## config.mk

```make
export PLATFORM = sky130hd
export DESIGN_NAME = rxsync_ctrl
export DESIGN_NICKNAME = d
export VERILOG_FILES = /design/src/rtl/rxsync_pkg.sv /design/src/rtl/rxsync_cmd.sv /design/src/rtl/rxsync_nco_bank.sv /design/src/rtl/rxsync_datapath.sv /design/src/rtl/rxsync_ctrl.sv
export SDC_FILE = /design/constraint.sdc
export NUM_CORES = 1
export LEC_CHECK = 0
export CORE_AREA = 2 2 177 179
export DETAILED_ROUTE_END_ITERATION = 12
export DIE_AREA = 0 0 179 181
export DONT_BUFFER_PORTS = 1
export MAX_ROUTING_LAYER = met4
export PLACE_DENSITY = 0.67
export SYNTH_ARGS = -nofsm -noshare
export SYNTH_HDL_FRONTEND = slang
export SYNTH_HIERARCHICAL = 1
export SYNTH_SLANG_ARGS = --single-unit
export TNS_END_PERCENT = 1
```

## constraint.sdc

```tcl
create_clock -name clk -period 4.7 [get_ports clk]
set_clock_uncertainty 0.05 [all_clocks]
set_input_delay 0.94 -clock clk [delete_from_list [all_inputs] [get_ports clk]]
set_output_delay 0.94 -clock clk [all_outputs]
set_load 0.01 [all_outputs]
```

## src/rtl/rxsync_pkg.sv

```systemverilog
`timescale 1ns/1ps
package rxsync_pkg;
  localparam int LINK_BIT = 31;
  localparam int ALL_BIT  = 25;
  localparam int NCO_BIT  = 24;

  typedef struct packed {
    logic clrAll;
    logic clrNco;
  } strobe_t;
endpackage

```

## src/rtl/rxsync_cmd.sv

```systemverilog
`timescale 1ns/1ps
module rxsync_cmd
  import rxsync_pkg::*;
#(
  parameter int ADDR_W = 6,
  parameter logic [ADDR_W-1:0] SYNC_ADDR = 6'h39
) (
  input  logic              clk,
  input  logic              rst_n,
  input  logic              cmdValid,
  input  logic [ADDR_W-1:0] cmdAddr,
  input  logic [31:0]       cmdData,
  output logic              linkEnable,
  output strobe_t           strobe
);
  logic hit;
  logic wantAll;
  logic wantNco;
  strobe_t strobeNext;

  always_comb begin
    hit     = cmdValid && (cmdAddr == SYNC_ADDR);
    wantAll = cmdData[ALL_BIT];
    wantNco = cmdData[NCO_BIT];
    strobeNext.clrAll = hit && wantAll && !wantNco;
    strobeNext.clrNco = hit && wantNco && !wantAll;
  end

  always_ff @(posedge clk) begin
    if (!rst_n) begin
      linkEnable <= 1'b0;
      strobe     <= '0;
    end else begin
      if (hit) linkEnable <= cmdData[LINK_BIT];
      strobe <= strobeNext;
    end
  end
endmodule

```

## src/rtl/rxsync_nco_bank.sv

```systemverilog
`timescale 1ns/1ps
module rxsync_nco_bank #(
  parameter int NUM_CH  = 4,
  parameter int PHASE_W = 32,
  localparam int CH_W   = (NUM_CH > 1) ? $clog2(NUM_CH) : 1
) (
  input  logic                      clk,
  input  logic                      rst_n,
  input  logic                      clrNco,
  input  logic                      freqWe,
  input  logic [CH_W-1:0]           freqSel,
  input  logic [PHASE_W-1:0]        freqWord,
  output logic [NUM_CH*PHASE_W-1:0] phaseBus
);
  for (genvar ch = 0; ch < NUM_CH; ch++) begin : g_ch
    logic [PHASE_W-1:0] freqReg;
    logic [PHASE_W-1:0] acc;
    logic               loadHere;

    assign loadHere = freqWe && (freqSel == CH_W'(ch));

    always_ff @(posedge clk) begin
      if (!rst_n) begin
        freqReg <= '0;
      end else if (loadHere) begin
        freqReg <= freqWord;
      end
    end

    always_ff @(posedge clk) begin
      if (!rst_n || clrNco) begin
        acc <= '0;
      end else begin
        acc <= acc + freqReg;
      end
    end

    assign phaseBus[ch*PHASE_W +: PHASE_W] = acc;
  end
endmodule

```

## src/rtl/rxsync_datapath.sv

```systemverilog
`timescale 1ns/1ps
module rxsync_datapath
  import rxsync_pkg::*;
#(
  parameter int NUM_CH    = 4,
  parameter int PHASE_W   = 32,
  parameter int SEQ_W     = 32,
  parameter int DECIM     = 5,
  parameter int STALL_CYC = 4,
  localparam int CH_W     = (NUM_CH > 1) ? $clog2(NUM_CH) : 1,
  localparam int DECIM_W  = (DECIM > 1) ? $clog2(DECIM) : 1,
  localparam int STALL_W  = $clog2(STALL_CYC + 1)
) (
  input  logic                      clk,
  input  logic                      rst_n,
  input  strobe_t                   strobe,
  input  logic                      freqWe,
  input  logic [CH_W-1:0]           freqSel,
  input  logic [PHASE_W-1:0]        freqWord,
  input  logic                      pktDone,
  output logic [NUM_CH*PHASE_W-1:0] phaseBus,
  output logic [SEQ_W-1:0]          seqNum,
  output logic [DECIM_W-1:0]        decimCount,
  output logic                      upstreamStall
);
  localparam logic [DECIM_W-1:0] DECIM_LAST = DECIM_W'(DECIM - 1);
  localparam logic [STALL_W-1:0] STALL_LOAD = STALL_W'(STALL_CYC);

  logic [STALL_W-1:0] stallLeft;

  rxsync_nco_bank #(
    .NUM_CH (NUM_CH),
    .PHASE_W(PHASE_W)
  ) i_nco_bank (
    .clk     (clk),
    .rst_n   (rst_n),
    .clrNco  (strobe.clrNco),
    .freqWe  (freqWe),
    .freqSel (freqSel),
    .freqWord(freqWord),
    .phaseBus(phaseBus)
  );

  always_ff @(posedge clk) begin
    if (!rst_n || strobe.clrAll) begin
      seqNum <= '0;
    end else if (pktDone) begin
      seqNum <= seqNum + 1'b1;
    end
  end

  always_ff @(posedge clk) begin
    if (!rst_n || strobe.clrAll) begin
      decimCount <= '0;
    end else if (decimCount == DECIM_LAST) begin
      decimCount <= '0;
    end else begin
      decimCount <= decimCount + 1'b1;
    end
  end

  always_ff @(posedge clk) begin
    if (!rst_n) begin
      stallLeft <= '0;
    end else if (strobe.clrAll) begin
      stallLeft <= STALL_LOAD;
    end else if (stallLeft != '0) begin
      stallLeft <= stallLeft - 1'b1;
    end
  end

  assign upstreamStall = (stallLeft != '0);
endmodule

```

## src/rtl/rxsync_ctrl.sv

```systemverilog
`timescale 1ns/1ps
module rxsync_ctrl
  import rxsync_pkg::*;
#(
  parameter int ADDR_W = 6,
  parameter logic [ADDR_W-1:0] SYNC_ADDR = 6'h39,
  parameter int NUM_CH    = 4,
  parameter int PHASE_W   = 32,
  parameter int SEQ_W     = 32,
  parameter int DECIM     = 5,
  parameter int STALL_CYC = 4,
  localparam int CH_W     = (NUM_CH > 1) ? $clog2(NUM_CH) : 1,
  localparam int DECIM_W  = (DECIM > 1) ? $clog2(DECIM) : 1
) (
  input  logic                      clk,
  input  logic                      rst_n,
  input  logic                      cmdValid,
  input  logic [ADDR_W-1:0]         cmdAddr,
  input  logic [31:0]               cmdData,
  input  logic                      freqWe,
  input  logic [CH_W-1:0]           freqSel,
  input  logic [PHASE_W-1:0]        freqWord,
  input  logic                      pktDone,
  output logic                      linkEnable,
  output logic                      rstAllPulse,
  output logic                      rstNcoPulse,
  output logic [NUM_CH*PHASE_W-1:0] phaseBus,
  output logic [SEQ_W-1:0]          seqNum,
  output logic [DECIM_W-1:0]        decimCount,
  output logic                      upstreamStall
);
  strobe_t strobe;

  rxsync_cmd #(
    .ADDR_W   (ADDR_W),
    .SYNC_ADDR(SYNC_ADDR)
  ) i_cmd (
    .clk       (clk),
    .rst_n     (rst_n),
    .cmdValid  (cmdValid),
    .cmdAddr   (cmdAddr),
    .cmdData   (cmdData),
    .linkEnable(linkEnable),
    .strobe    (strobe)
  );

  rxsync_datapath #(
    .NUM_CH   (NUM_CH),
    .PHASE_W  (PHASE_W),
    .SEQ_W    (SEQ_W),
    .DECIM    (DECIM),
    .STALL_CYC(STALL_CYC)
  ) i_datapath (
    .clk          (clk),
    .rst_n        (rst_n),
    .strobe       (strobe),
    .freqWe       (freqWe),
    .freqSel      (freqSel),
    .freqWord     (freqWord),
    .pktDone      (pktDone),
    .phaseBus     (phaseBus),
    .seqNum       (seqNum),
    .decimCount   (decimCount),
    .upstreamStall(upstreamStall)
  );

  assign rstAllPulse = strobe.clrAll;
  assign rstNcoPulse = strobe.clrNco;
endmodule

```

==> summary.txt <==
Layout
  – Commonest non-fill, non-tap cell in the layout: nand2_1
  – Layout area overhead: 9.22%
  – Utilization after layout: 0.566
  – Most frequent cells in the layout: nand2_1, dfxtp_1, nor2_1, a21boi_0, ha_1
  – Nets: just over 2000
  – Design area: 17200 um2
  – Share of cells above drive strength 1: 0.0465
  – Ant diodes: 0

Timing
  – Final hold violation count: 0
  – Worst slew margin: 0.279
  – Setup TNS: 0 ns
  – RSZ-0062 raised after global routing: false
  – Achievable Freq: 0.264 GHz
  – Max-slew violation count: 0
  – Worst-margin pin slew: roughly 1.1 ns
  – Tcrit/Tclk final: 0.806
  – Endpoints failing setup: 0
  – Final WS setup: between 0.9 and 1 ns
  – Min Tclk post-route: approximately 3.8 ns

Placed design
  – Area after DPL: between 15000 and 20000 um2
  – Hpwl dp: ~30000 um
  – Port bufs: 0
  – Worst slack, placed: between 0.9 and 1 ns
  – Placer Congestion: between 0.9 and 1

Critical path
  – CP Class: flop to flop
  – Crit path launch type: flop
  – Reg2reg end: i_datapath/i_nco_bank/g_ch[3].acc[28]
  – Register-to-Register Setup Slack: 0.91 ns
  – WP data required: approximately 5.0 ns
  – Worst r2r src: i_datapath/i_nco_bank/g_ch[3].acc[0]
  – CP Data Arrival Time: around 4 ns
  – Crit Path Max Fanout: 4
  – Worst reg-to-reg path cell count: 12
  – Worst setup EP type: flop

Clock network
  – CTS root buf: clkbuf_16
  – Post-CTS Setup Bufs: 0
  – CTS max path bufs: 3
  – Total CTS buffers: 35
  – Hold_buf cts: 0
  – TritonCTS Sinks: just under 300
  – Clock slew seen by the registers of the worst setup and hold paths: 0.06 ns
  – Post-cts sizing count: 0
  – Clk_lat worst skew: 0.52 ns
  – H-tree levels: 2
  – TritonCTS clock tree: done

Synthesis
  – Number of synthesized flops with an enable pin: 0
  – Post-synthesis register bit count: 297
  – Seq/Total Area, Yosys: 0.378
  – Top FF cell, synth: dfxtp_1
  – Yosys top cell by area: dfxtp_1
  – Ys async rst share: 0
  – Area share of the largest cell type after synthesis: 0.378
  – Mapped Avg Cell Area: 8.48 um2
  – Syn Nets: 2065
  – Top cells by area, synth: dfxtp_1, ha_1, nand2_1
  – Synth Cell Area: 15700 um2
  – Netlist cell types: 74
  – Synthesized instance count: between 1500 and 2000
  – YS warnings: 6

Power and ir drop
  – Net Switching: around 1.5 mW
  – Clock power share: 0.454
  – Sw frac: 0.250
  – Pwr Total: approximately 6 mW
  – PD cells: between 300 and 400 nW/um2
  – Int Pwr: between 4 and 5 mW
  – Combinational power share: 0.085
  – Peak supply drop: 0.306 mV
  – Static Leak: 7.46 nW
  – Flop pwr share: 0.461

Global route
  – Total gr overflow: 0
  – Number of global-route vias before repair: about 12000
  – Largest net degree at the start of global routing: about 140
  – First-pass GRT wire length: around 64000 um
  – Initial antenna violation count: 0
  – Total GRT Usage: 0.252

Floorplanning
  – Die Width: 179 um
  – Row cnt: between 60 and 70
  – Die height: 181 um
  – Core area: 30300 um2
  – Initial core utilization: 0.518
  – Ports: 244
  – Die area: between 30000 and 40000 um2

Run
  – Maxcap violations: 0

Route
  – Vias per std cell: 5.76
  – DRT iter0 DRCs: roughly 650
  – DRC viols: 0
  – Vias: roughly 13000
  – Drt pass-1 iters: 5
  – DRT Wirelength: between 40000 and 50000 um
  – Antenna-violating nets left: 0
  – DR WL/cell: 18.1 um

Hold path
  – Hold path start: i_datapath/i_nco_bank/g_ch[2].freqReg[14]
  – Hold EP: i_datapath/i_nco_bank/g_ch[2].freqReg[14]
  – Hold Path Depth: 2
  – Hold Path Class: flop to flop

Status
  – Status: finished clean
worst max-delay path, stage by stage (launching register included):
cell and delay, ns:
dfxtp_1 0.35, ha_1 0.26, fa_1 0.41, a21o_1 0.19
a21o_1 0.21, a2111oi_0 0.69, o21a_1 0.30, o31ai_1 0.16
a221oi_1 0.51, o21ai_0 0.14, o21ai_0 0.12, xor2_1 0.17
nor2_1 0.05
layer usage:
metal,part of all wire,up-vias,global-route usage,wire length (um)
met1,0.46,6048,0.329,18600
li1,-,6476,-,-
met2,0.44,337,0.391,18000
met3,0.073,68,0.0581,2960
met5,0,-,-,0
met4,0.024,0,0.0676,964
synthesized netlist by cell type (12+ instances only):
master	instances
a211oi_1	16
a31oi_1	18
o31ai_1	12
a21o_1	69
o21ai_0	58
inv_1	28
nor3_1	22
dfxtp_1	297
xor2_1	64
a21oi_1	108
ha_1	130
and3_1	18
xnor2_1	53
o21a_1	17
clkbuf_1	66
nand2_1	323
o21bai_1	17
and2_1	18
a21boi_0	134
nand3_1	24
nor2_1	178
or3_1	12
nand4_1	24
nand2b_1	17
nor2b_1	14
power groups by stage:
stage | Sequential (mW) | Clock [mW] | Combinational, mW
3_5_place_dp | 2.81 | 0 | 0.501
5_1_grt | 2.76 | 2.86 | 0.577
2_1_floorplan | 2.77 | 0 | 0.427
6_report | 2.75 | 2.71 | 0.507
4_1_cts | 2.75 | 2.77 | 0.505
3_3_place_gp | 2.80 | 0 | 0.484
how the worst max path moves through the flow:
| stage | startpoint | to | slack, ns | cells past startpoint |
|---|---|---|---|---|
| after global placement | i_datapath/i_nco_bank/g_ch[2].acc[0] | i_datapath/i_nco_bank/g_ch[2].acc[28] | 1.05 | 12 |
| after detailed placement | i_datapath/i_nco_bank/g_ch[3].acc[0] | i_datapath/i_nco_bank/g_ch[3].acc[28] | 0.99 | 12 |
| final | i_datapath/i_nco_bank/g_ch[3].acc[0] | i_datapath/i_nco_bank/g_ch[3].acc[28] | 0.91 | 12 |
| after CTS | i_datapath/i_nco_bank/g_ch[3].acc[0] | i_datapath/i_nco_bank/g_ch[3].acc[28] | 0.96 | 12 |
| after floorplan | i_datapath/i_nco_bank/g_ch[3].acc[0] | i_datapath/i_nco_bank/g_ch[3].acc[28] | 1.63 | 12 |
| after global routing | i_datapath/i_nco_bank/g_ch[3].acc[0] | i_datapath/i_nco_bank/g_ch[3].acc[28] | 0.70 | 12 |
registers in the layout (all words and copies together) (netlist names):
register	cells
i_cmd/linkEnable	1
i_cmd/strobe	2
i_datapath/decimCount	3
i_datapath/i_nco_bank/g_ch.acc	128
i_datapath/i_nco_bank/g_ch.freqReg	128
i_datapath/seqNum	32
i_datapath/stallLeft	3
final cells by class:
cell class,count,area (um2)
clock buffers,47,982
flip-flops and latches,297,5950
fillers,2793,13200
well taps,396,495
clock inverters,13,164
repair buffers,9,67.6
multi-input cells,1456,9400
inverters,28,105
through the flow:
step / hold slack, ns / cells
floorplan: 0.397 / 1854
global placement: 0.406 / 2186
detailed placement: 0.411 / 2186
CTS: 0.419 / 2246
global route: 0.439 / 2246
finish: 0.417 / 2246
cell families after synthesis:
logic type               count (synthesis)  synth area share
AND/OR/NAND/NOR                        689             0.197
AO/OA/AOI/OAI                          506             0.221
flip-flops                             297             0.378
adder cells (fa/ha/maj)                134             0.109
XOR/XNOR                               117            0.0652
buffers and inverters                  101            0.0242
multiplexers                            10           0.00645
(Power assumes the default switching activity.)
